===== config.mk =====
export PLATFORM = sky130hd
export DESIGN_NAME = shadow_attr_decoder
export DESIGN_NICKNAME = d
export VERILOG_FILES = /design/src/rtl/shadow_attr_pkg.sv /design/src/rtl/attr_regfile.sv /design/src/rtl/seg_decode.sv /design/src/rtl/route_ctrl.sv /design/src/rtl/shadow_attr_decoder.sv
export SDC_FILE = /design/constraint.sdc
export NUM_CORES = 1
export LEC_CHECK = 0
export BUFFER_PORTS_ARGS = -buffer_cell sky130_fd_sc_hd__clkbuf_2
export CAP_MARGIN = 15
export CORE_MARGIN = 2
export CORE_UTILIZATION = 56
export CTS_BUF_LIST = sky130_fd_sc_hd__clkbuf_8
export CTS_CLUSTER_DIAMETER = 80
export DETAILED_ROUTE_END_ITERATION = 16
export GPL_TIMING_DRIVEN = 0
export MAX_ROUTING_LAYER = met4
export PLACE_DENSITY_LB_ADDON = 0.15
export SYNTH_ARGS = -nofsm -noshare
export SYNTH_HDL_FRONTEND = slang
export SYNTH_HIERARCHICAL = 1
export SYNTH_SLANG_ARGS = --single-unit

===== constraint.sdc =====
create_clock -name clk -period 2.3 [get_ports clk]
set_input_delay 0 -clock clk [delete_from_list [all_inputs] [get_ports clk]]
set_output_delay 0 -clock clk [all_outputs]
set_load 0.02 [all_outputs]

===== src/rtl/shadow_attr_pkg.sv =====
package shadow_attr_pkg;
  localparam int ADDR_W   = 20;
  localparam int CFG_AW   = 8;
  localparam int NUM_REGS = 7;
  localparam int FIELD_W  = 4;
  localparam int NUM_SEGS = NUM_REGS * 2;
  localparam int SEG_W    = $clog2(NUM_SEGS);
  localparam logic [7:0] KEEP_MASK = 8'h33;

  typedef logic [SEG_W-1:0] seg_idx_t;

  typedef struct packed {
    logic we;
    logic re;
  } seg_perm_t;

  typedef enum logic [1:0] {
    TGT_IDLE = 2'd0,
    TGT_DRAM = 2'd1,
    TGT_ROM  = 2'd2
  } target_e;
endpackage


===== src/rtl/attr_regfile.sv =====
module attr_regfile
  import shadow_attr_pkg::*;
#(
  parameter int NREG = NUM_REGS,
  parameter int AW   = CFG_AW,
  parameter logic [AW-1:0] BASE = 8'h59
) (
  input  logic            clk,
  input  logic            rst,
  input  logic            cfg_wr,
  input  logic [AW-1:0]   cfg_addr,
  input  logic [7:0]      cfg_wdata,
  output logic [7:0]      cfg_rdata,
  output logic [NREG*8-1:0] attr_flat
);
  logic [7:0] regs [NREG];
  logic [7:0] rdata_d;
  logic       in_win;

  always_comb begin
    in_win = 1'b0;
    for (int k = 0; k < NREG; k++)
      if (cfg_addr == AW'(int'(BASE) + k)) in_win = 1'b1;
  end

  always_ff @(posedge clk) begin
    if (rst) begin
      for (int k = 0; k < NREG; k++) regs[k] <= '0;
    end else if (cfg_wr) begin
      for (int k = 0; k < NREG; k++)
        if (cfg_addr == AW'(int'(BASE) + k)) regs[k] <= cfg_wdata & KEEP_MASK;
    end
  end

  always_comb begin
    rdata_d = '0;
    for (int k = 0; k < NREG; k++)
      if (cfg_addr == AW'(int'(BASE) + k)) rdata_d = regs[k];
  end

  always_ff @(posedge clk) begin
    if (rst) cfg_rdata <= '0;
    else     cfg_rdata <= rdata_d;
  end

  for (genvar g = 0; g < NREG; g++) begin : g_flat
    assign attr_flat[g*8 +: 8] = regs[g];
  end

  AST_RESET_CLEARS: assert property (@(posedge clk) disable iff (rst)
    $past(rst) |-> (attr_flat == '0));
  AST_FOREIGN_WRITE_IGNORED: assert property (@(posedge clk) disable iff (rst)
    (cfg_wr && !in_win) |=> $stable(attr_flat));
  AST_FOREIGN_READ_ZERO: assert property (@(posedge clk) disable iff (rst)
    (!in_win) |=> (cfg_rdata == 8'h00));
  AST_RESERVED_BITS_ZERO: assert property (@(posedge clk) disable iff (rst)
    cfg_wr |=> ((cfg_rdata & ~KEEP_MASK) == 8'h00));
endmodule


===== src/rtl/seg_decode.sv =====
module seg_decode
  import shadow_attr_pkg::*;
#(
  parameter int AW = ADDR_W
) (
  input  logic [AW-1:0] addr,
  output logic          legacy,
  output seg_idx_t      seg_idx
);
  localparam int TOP_LSB   = AW - 4;
  localparam int SUB_LSB   = 14;
  localparam int FIRST_CD  = 2;
  localparam int FIRST_E   = 10;
  localparam int BIOS_SEG  = 1;

  logic [3:0] top_nib;
  assign top_nib = addr[TOP_LSB +: 4];

  always_comb begin
    legacy  = 1'b1;
    seg_idx = '0;
    unique case (top_nib)
      4'hC, 4'hD: seg_idx = SEG_W'(FIRST_CD) + SEG_W'(addr[SUB_LSB +: 3]);
      4'hE:       seg_idx = SEG_W'(FIRST_E) + SEG_W'(addr[SUB_LSB +: 2]);
      4'hF:       seg_idx = SEG_W'(BIOS_SEG);
      default: begin
        legacy  = 1'b0;
        seg_idx = '0;
      end
    endcase
  end
endmodule


===== src/rtl/route_ctrl.sv =====
module route_ctrl
  import shadow_attr_pkg::*;
(
  input  logic      clk,
  input  logic      rst,
  input  logic      mem_valid,
  input  logic      mem_wr,
  input  logic      legacy,
  input  seg_perm_t perm,
  output logic      dram_sel,
  output logic      dram_we,
  output logic      rom_sel,
  output logic      rom_we
);
  target_e tgt;
  logic    allow;

  always_comb begin
    allow = mem_wr ? perm.we : perm.re;
    if (!mem_valid)              tgt = TGT_IDLE;
    else if (!legacy || allow)   tgt = TGT_DRAM;
    else                         tgt = TGT_ROM;
  end

  always_ff @(posedge clk) begin
    if (rst) begin
      dram_sel <= 1'b0;
      dram_we  <= 1'b0;
      rom_sel  <= 1'b0;
      rom_we   <= 1'b0;
    end else begin
      dram_sel <= (tgt == TGT_DRAM);
      dram_we  <= (tgt == TGT_DRAM) && mem_wr;
      rom_sel  <= (tgt == TGT_ROM);
      rom_we   <= (tgt == TGT_ROM) && mem_wr;
    end
  end

  AST_ONE_TARGET: assert property (@(posedge clk) disable iff (rst)
    !(dram_sel && rom_sel));
  AST_IDLE_QUIET: assert property (@(posedge clk) disable iff (rst)
    (!mem_valid) |=> !(dram_sel || rom_sel || dram_we || rom_we));
  AST_OUTSIDE_DRAM: assert property (@(posedge clk) disable iff (rst)
    (mem_valid && !legacy) |=> (dram_sel && (dram_we == $past(mem_wr))));
  AST_BLOCKED_READ_ROM: assert property (@(posedge clk) disable iff (rst)
    (mem_valid && legacy && !mem_wr && !perm.re) |=> (rom_sel && !dram_sel));
  AST_BLOCKED_WRITE_NO_DRAM_WE: assert property (@(posedge clk) disable iff (rst)
    (mem_valid && legacy && mem_wr && !perm.we) |=> (rom_we && !dram_we));
  AST_OPEN_WRITE_DRAM: assert property (@(posedge clk) disable iff (rst)
    (mem_valid && legacy && mem_wr && perm.we) |=> (dram_we && !rom_sel));
  AST_OPEN_READ_DRAM: assert property (@(posedge clk) disable iff (rst)
    (mem_valid && legacy && !mem_wr && perm.re) |=> (dram_sel && !dram_we));
endmodule


===== src/rtl/shadow_attr_decoder.sv =====
module shadow_attr_decoder
  import shadow_attr_pkg::*;
#(
  parameter int AW_MEM = ADDR_W,
  parameter int AW_CFG = CFG_AW,
  parameter logic [AW_CFG-1:0] CFG_BASE = 8'h59
) (
  input  logic              clk,
  input  logic              rst,
  input  logic              cfg_wr,
  input  logic [AW_CFG-1:0] cfg_addr,
  input  logic [7:0]        cfg_wdata,
  output logic [7:0]        cfg_rdata,
  input  logic              mem_valid,
  input  logic [AW_MEM-1:0] mem_addr,
  input  logic              mem_wr,
  output logic              dram_sel,
  output logic              dram_we,
  output logic              rom_sel,
  output logic              rom_we
);
  localparam int FLAT_W = NUM_REGS * 8;

  logic [FLAT_W-1:0] attr_flat;
  logic              legacy;
  seg_idx_t          seg_idx;
  logic [FIELD_W-1:0] field;
  seg_perm_t         perm;

  attr_regfile #(.NREG(NUM_REGS), .AW(AW_CFG), .BASE(CFG_BASE)) u_regs (
    .clk(clk), .rst(rst), .cfg_wr(cfg_wr), .cfg_addr(cfg_addr),
    .cfg_wdata(cfg_wdata), .cfg_rdata(cfg_rdata), .attr_flat(attr_flat)
  );

  seg_decode #(.AW(AW_MEM)) u_dec (
    .addr(mem_addr), .legacy(legacy), .seg_idx(seg_idx)
  );

  // Segment i occupies nibble i of the flat vector: byte i/2, half i%2.
  assign field   = attr_flat[{seg_idx, 2'b00} +: FIELD_W];
  assign perm.re = field[0];
  assign perm.we = field[1];

  route_ctrl u_route (
    .clk(clk), .rst(rst), .mem_valid(mem_valid), .mem_wr(mem_wr),
    .legacy(legacy), .perm(perm),
    .dram_sel(dram_sel), .dram_we(dram_we), .rom_sel(rom_sel), .rom_we(rom_we)
  );
endmodule


======== After elaboration in Yosys (flattened, before gate mapping) ========
Memories as Yosys holds them, arrays and structs flattened.
Index checks and enable logic that the tools add are counted.
word-level totals
  bits of input ports ..................... 41
  memory bits (writable) .................. 28
  output and inout port bits .............. 12
  memories kept ........................... 1
  register bits ........................... 12
  word-level logic and storage cells ...... 84
cells by class
  mux-type cells .......................... 49
  add/sub/neg operators ................... 2
  equality and inequality tests ........... 13
  bitwise gates (word level) .............. 7
  reductions and logical operators ........ 6
  shift-type cells ........................ 1
memories
  name         words  width  read ports  clocked after memory_dff  write ports  RTL line            RTL
  u_regs.regs  7      4      7           0                         7            attr_regfile.sv:16  logic [7:0] regs [NREG];
operators with widths
  kind                                                  count
  equality test 8 x 7 -> 1 bit (second input constant)  7
  two-way mux 8 bit                                     7
  indexed part select 56 x 7 -> 2 bit                   1
  two-way mux 1 bit                                     32
  two-way mux 4 bit                                     7
  equality test 4 bit (second input constant)           4
  case mux 4 bit (3 select lines)                       1
  bitwise OR 1 bit                                      7
  adder 2 x 3 -> 4 bit (first input constant)           1
  adder 4 x 2 -> 4 bit (first input constant)           1
  two-way mux 2 bit                                     2
  OR reduction 4 bit                                    1
  equality test 2 x 1 -> 1 bit (second input constant)  1
  equality test 2 bit (second input constant)           1
  logical AND 1 bit                                     2
  OR reduction 2 bit                                    1
  zero test 1 bit                                       1
  logical OR 1 bit                                      1

======== Longest topological paths before layout ========
Gate-level depths: netlist (run 1).
  depth after elaboration ................. 10
  mapped depth ............................ 9

======== By module ========
Netlist (run 1), hierarchy kept.
by module, submodules not included
  module               sequential area each (µm²)  cells each  times used  area each (µm²)
  attr_regfile         920.9                       172         1           1790.5
  shadow_attr_decoder  0.0                         23          1           239.0
  route_ctrl           80.1                        12          1           135.1
  seg_decode           0.0                         12          1           72.6

======== Least setup slack after synthesis (run 1) ========
Ideal clock, no wire load.
  path kind ............................... input to register
  start point ............................. input port mem_addr[19]
  end point ............................... register u_route.rom_sel
  setup time .............................. 0.061 ns
  data required time ...................... 2.239 ns
  path buffers ............................ 0
  path slack .............................. 0.668 ns
  stages on the path ...................... 7
  data arrival time ....................... 1.571 ns
  path through ............................ nand2_1 > a211oi_1 > mux4_2 > o32ai_1 > a21oi_1 > mux2i_1 > and4b_1
between the ends
  longest elaborated chain between the ends .. 9
ends and longest elaborated chain
  item                                   RTL line                   RTL
  from (decl)                            shadow_attr_decoder.sv:15  input logic [AW_MEM-1:0] mem_addr,
  equality test 4 bit                    seg_decode.sv:22           unique case (top_nib)
  OR reduction 2 bit                     seg_decode.sv:22
  case mux 4 bit (3 select lines) *      seg_decode.sv:22
  net seg_idx[1]                         shadow_attr_decoder.sv:26  seg_idx_t seg_idx;
  indexed part select 56 x 7 -> 2 bit *  shadow_attr_decoder.sv:40  assign field = attr_flat[{seg_idx, 2'b00} +: FIELD_W];
  net field[1]                           shadow_attr_decoder.sv:27  logic [FIELD_W-1:0] field;
  two-way mux 1 bit *                    route_ctrl.sv:19           allow = mem_wr ? perm.we : perm.re;
  logical OR 1 bit *                     route_ctrl.sv:21           else if (!legacy || allow) tgt = TGT_DRAM;
  two-way mux 2 bit *                    route_ctrl.sv:21
  two-way mux 2 bit *                    route_ctrl.sv:20           if (!mem_valid) tgt = TGT_IDLE;
  equality test 2 bit *                  route_ctrl.sv:34           rom_sel <= (tgt == TGT_ROM);
  to (signal assigned)                   route_ctrl.sv:34
  to (decl)                              route_ctrl.sv:12           output logic rom_sel,
The timed path passes the listed nets; every way through them passes the cells marked *.
A chain may end at the register's enable or synchronous reset.

======== Final worst setup path (run 1) ========
Ends and elaborated chain as after synthesis.

==> metrics.md, run 1 <==
| Metric | Value |
|---|---|
| Status | `completed` |
| Crit end category | `flip-flop` |
| Post-Layout Cell Count | `277` |
| Drc violations | `0` |
| Vias in the first global route | `1571` |
| Pwr/cell area | `581 nW/um2` |
| Nets | `272` |
| Antenna-violating nets left | `0` |
| Cts hold-fix bufs | `1` |
| Ys Warns | `6` |
| CP max stage delay | `0.63 ns` |
| Met2 usage | `0.409` |
| Reg clk slew, reported paths | `0.06 ns` |
| Die width | `64.2 um` |
| Starting Density | `0.593` |
| Hold Crit Class | `in -> reg` |
| Unrepaired setup endpoints after global routing | `no` |
| CTS H-tree lvls | `2` |
| Total gr overflow | `0` |
| Mean Syn Cell Area | `10.6 um2` |
| DRT Pass-1 Iters | `4` |
| Largest net degree at the start of global routing | `12` |
| Period utilization | `0.799` |
| WP data required | `2.48 ns` |
| Worst setup path class | `in -> reg` |
| Vias per inst | `5.88` |
| Rows | `21` |
| IO buf count | `28` |
| Crit path launch type | `input pin` |
| Final GP Congestion | `0.948` |
| Overall routed net length | `4.55 mm` |
| Worst-margin pin slew | `0.759 ns` |
| DR vias | `1628` |
| ANT cells | `0` |
| Clk root buf | `clkbuf_8` |
| Critical path's most frequent cell | `nand2_1` |
| Die area | `4120 um2` |
| WP buf/inv | `1` |
| Hpwl dp | `3.62 mm` |
| Worst-path maximum fanout | `6` |
| Starting DRC count in detailed routing | `118` |
| Share of layout cells above drive strength 1 | `0.225` |
| Top Usage Layer GRT | `met2` |
| Final Critical Period | `1.84 ns` |
| Worst clock skew | `0.00588 ns` |
| Synthesized netlist cell count | `191` |
| Worst ir drop on vdd | `0.318 mV` |
| Max Freq | `544 MHz` |
| Antenna violations before repair | `0` |
| Slowest-stage cell, CP | `a211oi_1` |
| Leak | `0.900 nW` |
| Max Slew Vio Count | `0` |
| CTS Buffer Depth | `2` |
| IO Pins | `53` |
| Placed insts | `268` |
| Wire length per cell | `16.4 um` |
| Final hold viol count | `0` |
| Fin Setup TNS | `0 ns` |
| CP Cell Sequence | `clkbuf_2, nand2_1, a211oi_1, nand2_1, o22ai_1, o21ai_0, a21oi_1, mux2i_1, and4b_1` |
| Max cap viols | `0` |
| Met1 usage | `0.295` |
| CTS Sinks | `36` |
| PostCTS Resize Cnt | `0` |
| Vert. Die Dim | `64.2 um` |
| Post-CTS setup buffer count | `0` |
| Worst slew margin | `0.491` |
| First-pass GRT wire length | `7.32 mm` |
| Global Route Usage Sum | `0.244` |
| Synthesized area | `2030 um2` |
| Final setup violation count | `0` |
| GR Util met3 | `0.0475` |
| Power, Total | `0.00135 W` |
| Layout Area Growth over Synthesis | `14.9%` |
| Number of buffers created by CTS | `5` |
| CTS tree | `yes` |
| Worst skew pair latency | `0.29 ns` |
| Core ar. | `3420 um2` |
| Worst EP arrival | `2.02 ns` |
| Cell family with most CP delay | `compound AO/OA/AOI/OAI gates` |
-- worst paths after layout --
path,cells past startpoint,slack [ns],end,start
hold / removal,3,0.03,u_route/dram_we$_SDFF_PP0_,mem_wr
hold reg to reg,2,0.60,u_regs/cfg_rdata[4]$_SDFF_PP0_,u_regs/regs[0][26]$_SDFFCE_PP0P_
setup / recovery,9,0.46,u_route/rom_sel$_SDFF_PP0_,mem_addr[19]
setup reg to reg,5,0.57,u_route/rom_sel$_SDFF_PP0_,u_regs/regs[0][7]$_SDFFCE_PN0P_
-- per-layer routing --
metal | share of wire | wire [um]
met1 | 0.41 | 1880
met2 | 0.50 | 2270
met3 | 0.071 | 324
met4 | 0.018 | 81
met5 | 0 | 0
-- worst reg2reg max path, stage by stage (launching register included) --
cell	delay, ns
edfxtp_1	0.42
mux4_2	0.49
o32ai_1	0.23
a21oi_1	0.12
mux2i_1	0.21
and4b_1	0.21
-- per-stage QoR --
stage	setup WS (ns)	util	hold WS, ns	instance area [um2]
after global routing	0.223	0.682	0.0264	2330
after CTS	0.473	0.682	0.0169	2330
after floorplan	0.668	-	0.129	2040
final	0.461	0.682	0.0280	2330
after detailed placement	0.184	0.655	0.255	2240
after global placement	0.186	0.655	0.243	2240
-- state kept, by name, summed over array words and instances, names as in the netlist --
register	count
u_regs/regs	28
u_regs/cfg_rdata	4
u_route/dram_sel	1
u_route/dram_we	1
u_route/rom_sel	1
u_route/rom_we	1
-- cell usage in the layout, fill, tap and decap left out, types with 3 or more instances in the layout --
cell,count
a211oi_1,8
a21boi_1,3
a21oi_1,11
buf_2,3
buf_4,5
clkbuf_2,28
clkbuf_8,5
conb_1,4
dfxtp_1,8
edfxtp_1,28
inv_1,7
mux2i_1,11
nand2_1,9
nand2b_1,16
nand3_1,3
nand3b_1,3
nor2_1,30
nor3b_1,7
o21ai_0,8
-- power breakdown --
part	switching [W]	internal (W)	total (W)
Sequential	0.0000199	0.000731	0.000751
Combinational	0.000108	0.0000800	0.000188
Clock	0.000209	0.000205	0.000414
Total	0.000337	0.00102	0.00135
-- final cells by class --
| type | count | area, um2 |
|---|---|---|
| Timing Repair Buffer | 29 | 150 |
| Tap cell | 46 | 57.6 |
| Buffer | 12 | 82.6 |
| Multi-Input combinational cell | 139 | 928 |
| Clock inverter | 3 | 13.8 |
| Fill cell | 273 | 1090 |
| Sequential cell | 36 | 1000 |
| Clock buffer | 5 | 68.8 |
| Inverter | 7 | 26.3 |
Note: power is estimated with default switching activity, not from simulation.
==> run 2: changes to the inputs <==
--- a/config.mk
+++ b/config.mk
@@ -8,7 +8,7 @@
 export BUFFER_PORTS_ARGS = -buffer_cell sky130_fd_sc_hd__clkbuf_2
 export CAP_MARGIN = 15
 export CORE_MARGIN = 2
-export CORE_UTILIZATION = 56
+export CORE_UTILIZATION = 50
 export CTS_BUF_LIST = sky130_fd_sc_hd__clkbuf_8
 export CTS_CLUSTER_DIAMETER = 80
 export DETAILED_ROUTE_END_ITERATION = 16
==> constraint.sdc (replaced) <==
create_clock -name clk -period 1.6 [get_ports clk]
set_input_delay 0 -clock clk [delete_from_list [all_inputs] [get_ports clk]]
set_output_delay 0 -clock clk [all_outputs]
set_load 0.02 [all_outputs]
==> metrics.md, run 2 (synthesis results as in run 1) <==
| Metric | Value |
|---|---|
| Final setup violation count | `3` |
| Most frequent cells in the layout | `30 x nor2_1, 28 x clkbuf_2, 28 x edfxtp_1` |
| Max cap viols | `0` |
| Design Area, Final | `2420 um2` |
| Worst ir drop on vdd | `0.541 mV` |
| Worst-path maximum fanout | `2` |
| DP Area | `2250 um2` |
| Total gr overflow | `0` |
| Pwr/cell area | `819 nW/um2` |
| Vias per inst | `5.86` |
| Antenna-violating nets left | `0` |
| Critical Path Start | `u_regs/regs[0][7]$_SDFFCE_PN0P_` |
| Overall routed net length | `4.87 mm` |
| Vert. Die Dim | `67.7 um` |
| Hold Crit Class | `in -> reg` |
| Min Hold Slack | `0.0323 ns` |
| Largest net degree at the start of global routing | `11` |
| Die area | `4580 um2` |
| Final GP Congestion | `0.885` |
| Power, Total | `0.00198 W` |
| Worst slew margin | `0.593` |
| Crit path launch type | `flip-flop` |
| Reg clk slew, reported paths | `0.07 ns` |
| Met2 usage | `0.370` |
| IO Pins | `53` |
| Antenna violations before repair | `0` |
| Nets | `276` |
| Reg2reg start | `u_regs/regs[0][7]$_SDFFCE_PN0P_` |
| Leak | `0.931 nW` |
| Worst setup path endpoint | `u_route/rom_sel$_SDFF_PP0_` |
| GR Util met3 | `0.0550` |
| Worst EP arrival | `1.95 ns` |
| Met1 usage | `0.267` |
| CP Cell Sequence | `mux4_2, o32ai_4, a21oi_2, mux2i_1, and4b_1` |
| Starting Density | `0.514` |
| WP buf/inv | `0` |
| CTS Buffer Depth | `2` |
| CTS Sinks | `36` |
| Worst setup path class | `reg -> reg` |
| Cell family with most CP delay | `multiplexers` |
| Hpwl dp | `3.59 mm` |
| Final hold viol count | `0` |
| Share of layout cells above drive strength 1 | `0.272` |
| Reg2reg end | `u_route/rom_sel$_SDFF_PP0_` |
| Worst clock skew | `0.00584 ns` |
| Final Critical Period | `1.72 ns` |
| Die width | `67.7 um` |
| Top Registers | `u_regs/regs: 28 flops, u_regs/cfg_rdata: 4 flops` |
| Final WS setup | `-0.120 ns` |
| Rows | `23` |
| Failing checks | `setup timing` |
| R2R Setup Slk | `-0.12 ns` |
| Starting DRC count in detailed routing | `177` |
| ANT cells | `0` |
| Largest register by flop count | `u_regs/regs` |
| Vias in the first global route | `1550` |
| Max FFs per register | `28` |
| Global Route Usage Sum | `0.233` |
| Post-Layout Cell Count | `285` |
| DRT Pass-1 Iters | `4` |
| Commonest non-fill, non-tap cell in the layout | `nor2_1` |
| Top Usage Layer GRT | `met2` |
| Drc violations | `0` |
| First-pass GRT wire length | `7.33 mm` |
| Wire length per cell | `17.1 um` |
| CTS tree | `yes` |
| Placed insts | `272` |
| Final core utilization | `0.613` |
| Period utilization | `1.07` |
| WP data required | `1.83 ns` |
| Max Slew Vio Count | `0` |
| CTS H-tree lvls | `2` |
| Crit end category | `flip-flop` |
| CP max stage delay | `0.53 ns` |
| Core ar. | `3940 um2` |
| Worst-margin pin slew | `0.595 ns` |
| Max Freq | `581 MHz` |
| IO buf count | `28` |
| Levels on crit path | `5` |
| Slowest-stage cell, CP | `mux4_2` |
| Worst skew pair latency | `0.29 ns` |
| Unrepaired setup endpoints after global routing | `yes` |
| Layout Area Growth over Synthesis | `19.3%` |
| Number of buffers created by CTS | `5` |
| DR vias | `1669` |
| Worst Reg-to-Reg Cells | `5` |
| Clk root buf | `clkbuf_8` |
| Status | `finished, violations left` |
-- run 2: worst min-delay path by stage --
stage                                        endpoint  startpoint  cells after the start
after floorplan           u_route/dram_sel$_SDFF_PP0_   mem_valid                      2
after global placement    u_route/dram_sel$_SDFF_PP0_   mem_valid                      3
after detailed placement  u_route/dram_sel$_SDFF_PP0_   mem_valid                      3
after CTS                  u_route/dram_we$_SDFF_PP0_      mem_wr                      3
after global routing       u_route/dram_we$_SDFF_PP0_      mem_wr                      3
final                      u_route/dram_we$_SDFF_PP0_      mem_wr                      3
-- run 2: routing by layer --
| metal | up-vias | part of all wire |
|---|---|---|
| met5 | - | 0 |
| met4 | 0 | 0.048 |
| met3 | 22 | 0.082 |
| met2 | 82 | 0.49 |
| met1 | 787 | 0.38 |
| li1 | 778 | - |
-- run 2: stage by stage --
step                      setup WS (ns)  setup TNS, ns
after floorplan                  0.0122              0
after global placement           -0.231         -0.456
after detailed placement         -0.342         -0.827
after CTS                       -0.0946         -0.124
after global routing             -0.161         -0.327
final                            -0.120         -0.167
-- run 2: final cells by class --
class	instances	area, um2
clock buffer	5	68.8
inverter	7	26.3
clock inverter	3	11.3
fill	343	1520
tap	50	62.6
multi-input combinational	139	986
buffer	12	82.6
timing repair buffer	33	180
sequential	36	1000
-- run 2: worst register-to-register path, delay by kind of cell (launching register included) --
| family | cells | cell delay (ns) |
|---|---|---|
| multiplexers | 2 | 0.75 |
| AO/OA/AOI/OAI | 2 | 0.29 |
| flip-flops | 1 | 0.41 |
| AND/OR/NAND/NOR | 1 | 0.22 |
-- run 2: timing repair --
item / in CTS / in global routing
setup buffers: 3 / 2
endpoints found under the setup margin: 2 / 4
resized for setup: 2 / 8
pin swaps: 1 / 2
hold endpoints to repair: 1 / 0
hold buffers: 1 / 0
-- run 2: where the power goes --
part	internal, W	switching, W	total, W
clock network	0.000290	0.000306	0.000596
logic	0.000133	0.000172	0.000305
registers	0.00105	0.0000288	0.00108
==> run 3: changes to the inputs <==
--- a/config.mk
+++ b/config.mk
@@ -19,3 +19,4 @@
 export SYNTH_HDL_FRONTEND = slang
 export SYNTH_HIERARCHICAL = 1
 export SYNTH_SLANG_ARGS = --single-unit
+export TNS_END_PERCENT = 1
==> metrics.md, run 3 (synthesis results as in run 1) <==
| Metric | Value |
|---|---|
| CP Cell Sequence | `mux4_2, o32ai_4, a21oi_2, mux2i_1, and4b_1` |
| Reg2reg start | `u_regs/regs[0][7]$_SDFFCE_PN0P_` |
| Reg clk slew, reported paths | `0.07 ns` |
| CTS Sinks | `36` |
| Leak | `0.925 nW` |
| Unrepaired setup endpoints after global routing | `yes` |
| CTS Buffer Depth | `2` |
| Worst EP arrival | `1.97 ns` |
| Vias per inst | `5.89` |
| Total gr overflow | `0` |
| Crit end category | `flip-flop` |
| Min Hold Slack | `0.00793 ns` |
| CTS H-tree lvls | `2` |
| WP data required | `1.83 ns` |
| CTS tree | `yes` |
| Worst skew pair latency | `0.29 ns` |
| Filler cells | `345` |
| Period utilization | `1.09` |
| Power, Total | `0.00197 W` |
| Starting DRC count in detailed routing | `116` |
| Worst clock skew | `0.00602 ns` |
| Hold Crit Class | `in -> reg` |
| Hpwl dp | `3.59 mm` |
| Status | `finished, violations left` |
| Global Route Usage Sum | `0.233` |
| Crit path launch type | `flip-flop` |
| Worst ir drop on vdd | `0.540 mV` |
| Die width | `67.7 um` |
| Pwr/cell area | `822 nW/um2` |
| Starting Density | `0.514` |
| Vias in the first global route | `1550` |
| Final setup violation count | `2` |
| Worst-margin pin slew | `0.599 ns` |
| DR vias | `1672` |
| Vert. Die Dim | `67.7 um` |
| WP buf/inv | `0` |
| CP max stage delay | `0.53 ns` |
| Cell Int Power | `0.00147 W` |
| Most frequent cells in the layout | `30 x nor2_1, 28 x clkbuf_2, 28 x edfxtp_1` |
| Slowest-stage cell, CP | `mux4_2` |
| Final WS setup | `-0.139 ns` |
| Drc violations | `0` |
| DRT Pass-1 Iters | `4` |
| Worst-path maximum fanout | `3` |
| Final GP Congestion | `0.885` |
| Worst setup path class | `reg -> reg` |
| Net Sw Power | `0.000501 W` |
| Largest register by flop count | `u_regs/regs` |
| Antenna-violating nets left | `0` |
| Final hold viol count | `0` |
| Commonest non-fill, non-tap cell in the layout | `nor2_1` |
| Wire length per cell | `16.9 um` |
| Die area | `4580 um2` |
| Top Registers | `u_regs/regs: 28 flops, u_regs/cfg_rdata: 4 flops` |
| Overall routed net length | `4.80 mm` |
| Worst slew margin | `0.590` |
| Max Slew Vio Count | `0` |
| Switch share | `0.255` |
| Cell family with most CP delay | `multiplexers` |
| IO Pins | `53` |
| Design Area, Final | `2390 um2` |
| Largest net degree at the start of global routing | `11` |
| First-pass GRT wire length | `7.33 mm` |
| DP Area | `2250 um2` |
| Max cap viols | `0` |
| Core ar. | `3940 um2` |
| Clock Power Share | `0.303` |
| Post-Layout Cell Count | `284` |
| Clk root buf | `clkbuf_8` |
| Antenna violations before repair | `0` |
| Final Critical Period | `1.74 ns` |
| Placed insts | `272` |
| Critical Path Start | `u_regs/regs[0][7]$_SDFFCE_PN0P_` |
| Max FFs per register | `28` |
| Layout Area Growth over Synthesis | `18.1%` |
| Number of buffers created by CTS | `5` |
| Share of layout cells above drive strength 1 | `0.252` |
| Max Freq | `575 MHz` |
| Part of the power in combinational logic | `0.149` |
| Nets | `275` |
| Rows | `23` |
| Hold Crit Start | `mem_wr` |
| ANT cells | `0` |
| Failing checks | `setup timing` |
| IO buf count | `28` |
| Reg power frac | `0.549` |
| R2R Setup Slk | `-0.14 ns` |
-- run 3: cell types whose count changed in the layout (fill, tap and decap cells not counted) --
cell | previous run | this run
inv_1 | 8 | 9
nor3b_1 | 6 | 7
o32ai_1 | 0 | 1
o32ai_2 | 1 | 0
a21oi_1 | 8 | 9
nor3b_2 | 1 | 0
a21oi_2 | 3 | 2
inv_2 | 1 | 0
buf_4 | 9 | 8
-- run 3: what timing repair did --
action,4_1_cts,5_1_grt
pin swaps,1,0
hold buffers,1,0
resized for setup,2,4
setup endpoints to repair,2,3
buffers inserted,2,1
endpoints found under the hold margin,1,0
-- run 3: routing by layer --
layer	vias to the layer above	share of wire	global-route usage
li1	776	-	-
met1	792	0.39	0.267
met2	85	0.49	0.370
met3	19	0.085	0.0550
met4	0	0.036	0.140
met5	-	0	-
-- run 3: worst min-delay path: stages --
cell and delay (ns):
clkbuf_2 0.10, nand3b_1 0.10, a21oi_1 0.05
-- run 3: per-stage QoR --
stage | util | TNS, ns | worst slack (ns)
CTS | 0.599 | -0.172 | -0.118
detailed placement | 0.570 | -0.827 | -0.342
global route | 0.607 | -0.293 | -0.181
finish | 0.607 | -0.205 | -0.139
global placement | 0.570 | -0.456 | -0.231
floorplan | - | 0 | 0.0122
-- run 3: worst paths after layout --
check                              endpoint  cells after the start
max reg2reg      u_route/rom_sel$_SDFF_PP0_                      5
max              u_route/rom_sel$_SDFF_PP0_                      5
min reg2reg  u_regs/cfg_rdata[4]$_SDFF_PP0_                      2
min              u_route/dram_we$_SDFF_PP0_                      3
-- run 3: layout make-up --
type,count,area [um2],share of cell area
Clock inverter,3,11.3,0.00470
Clock buffer,5,68.8,0.0287
Tap cell,50,62.6,0.0261
Inverter,7,26.3,0.0110
Timing Repair Buffer,32,173,0.0721
Sequential cell,36,1000,0.418
Buffer,12,82.6,0.0345
Multi-Input combinational cell,139,970,0.405
-- run 3: power groups by stage --
stage	clock, W	combinational [W]	sequential (W)
after floorplan	0	0.000180	0.00109
after global placement	0	0.000257	0.00110
after detailed placement	0	0.000266	0.00110
after CTS	0.000608	0.000277	0.00108
after global routing	0.000642	0.000317	0.00108
final	0.000596	0.000293	0.00108
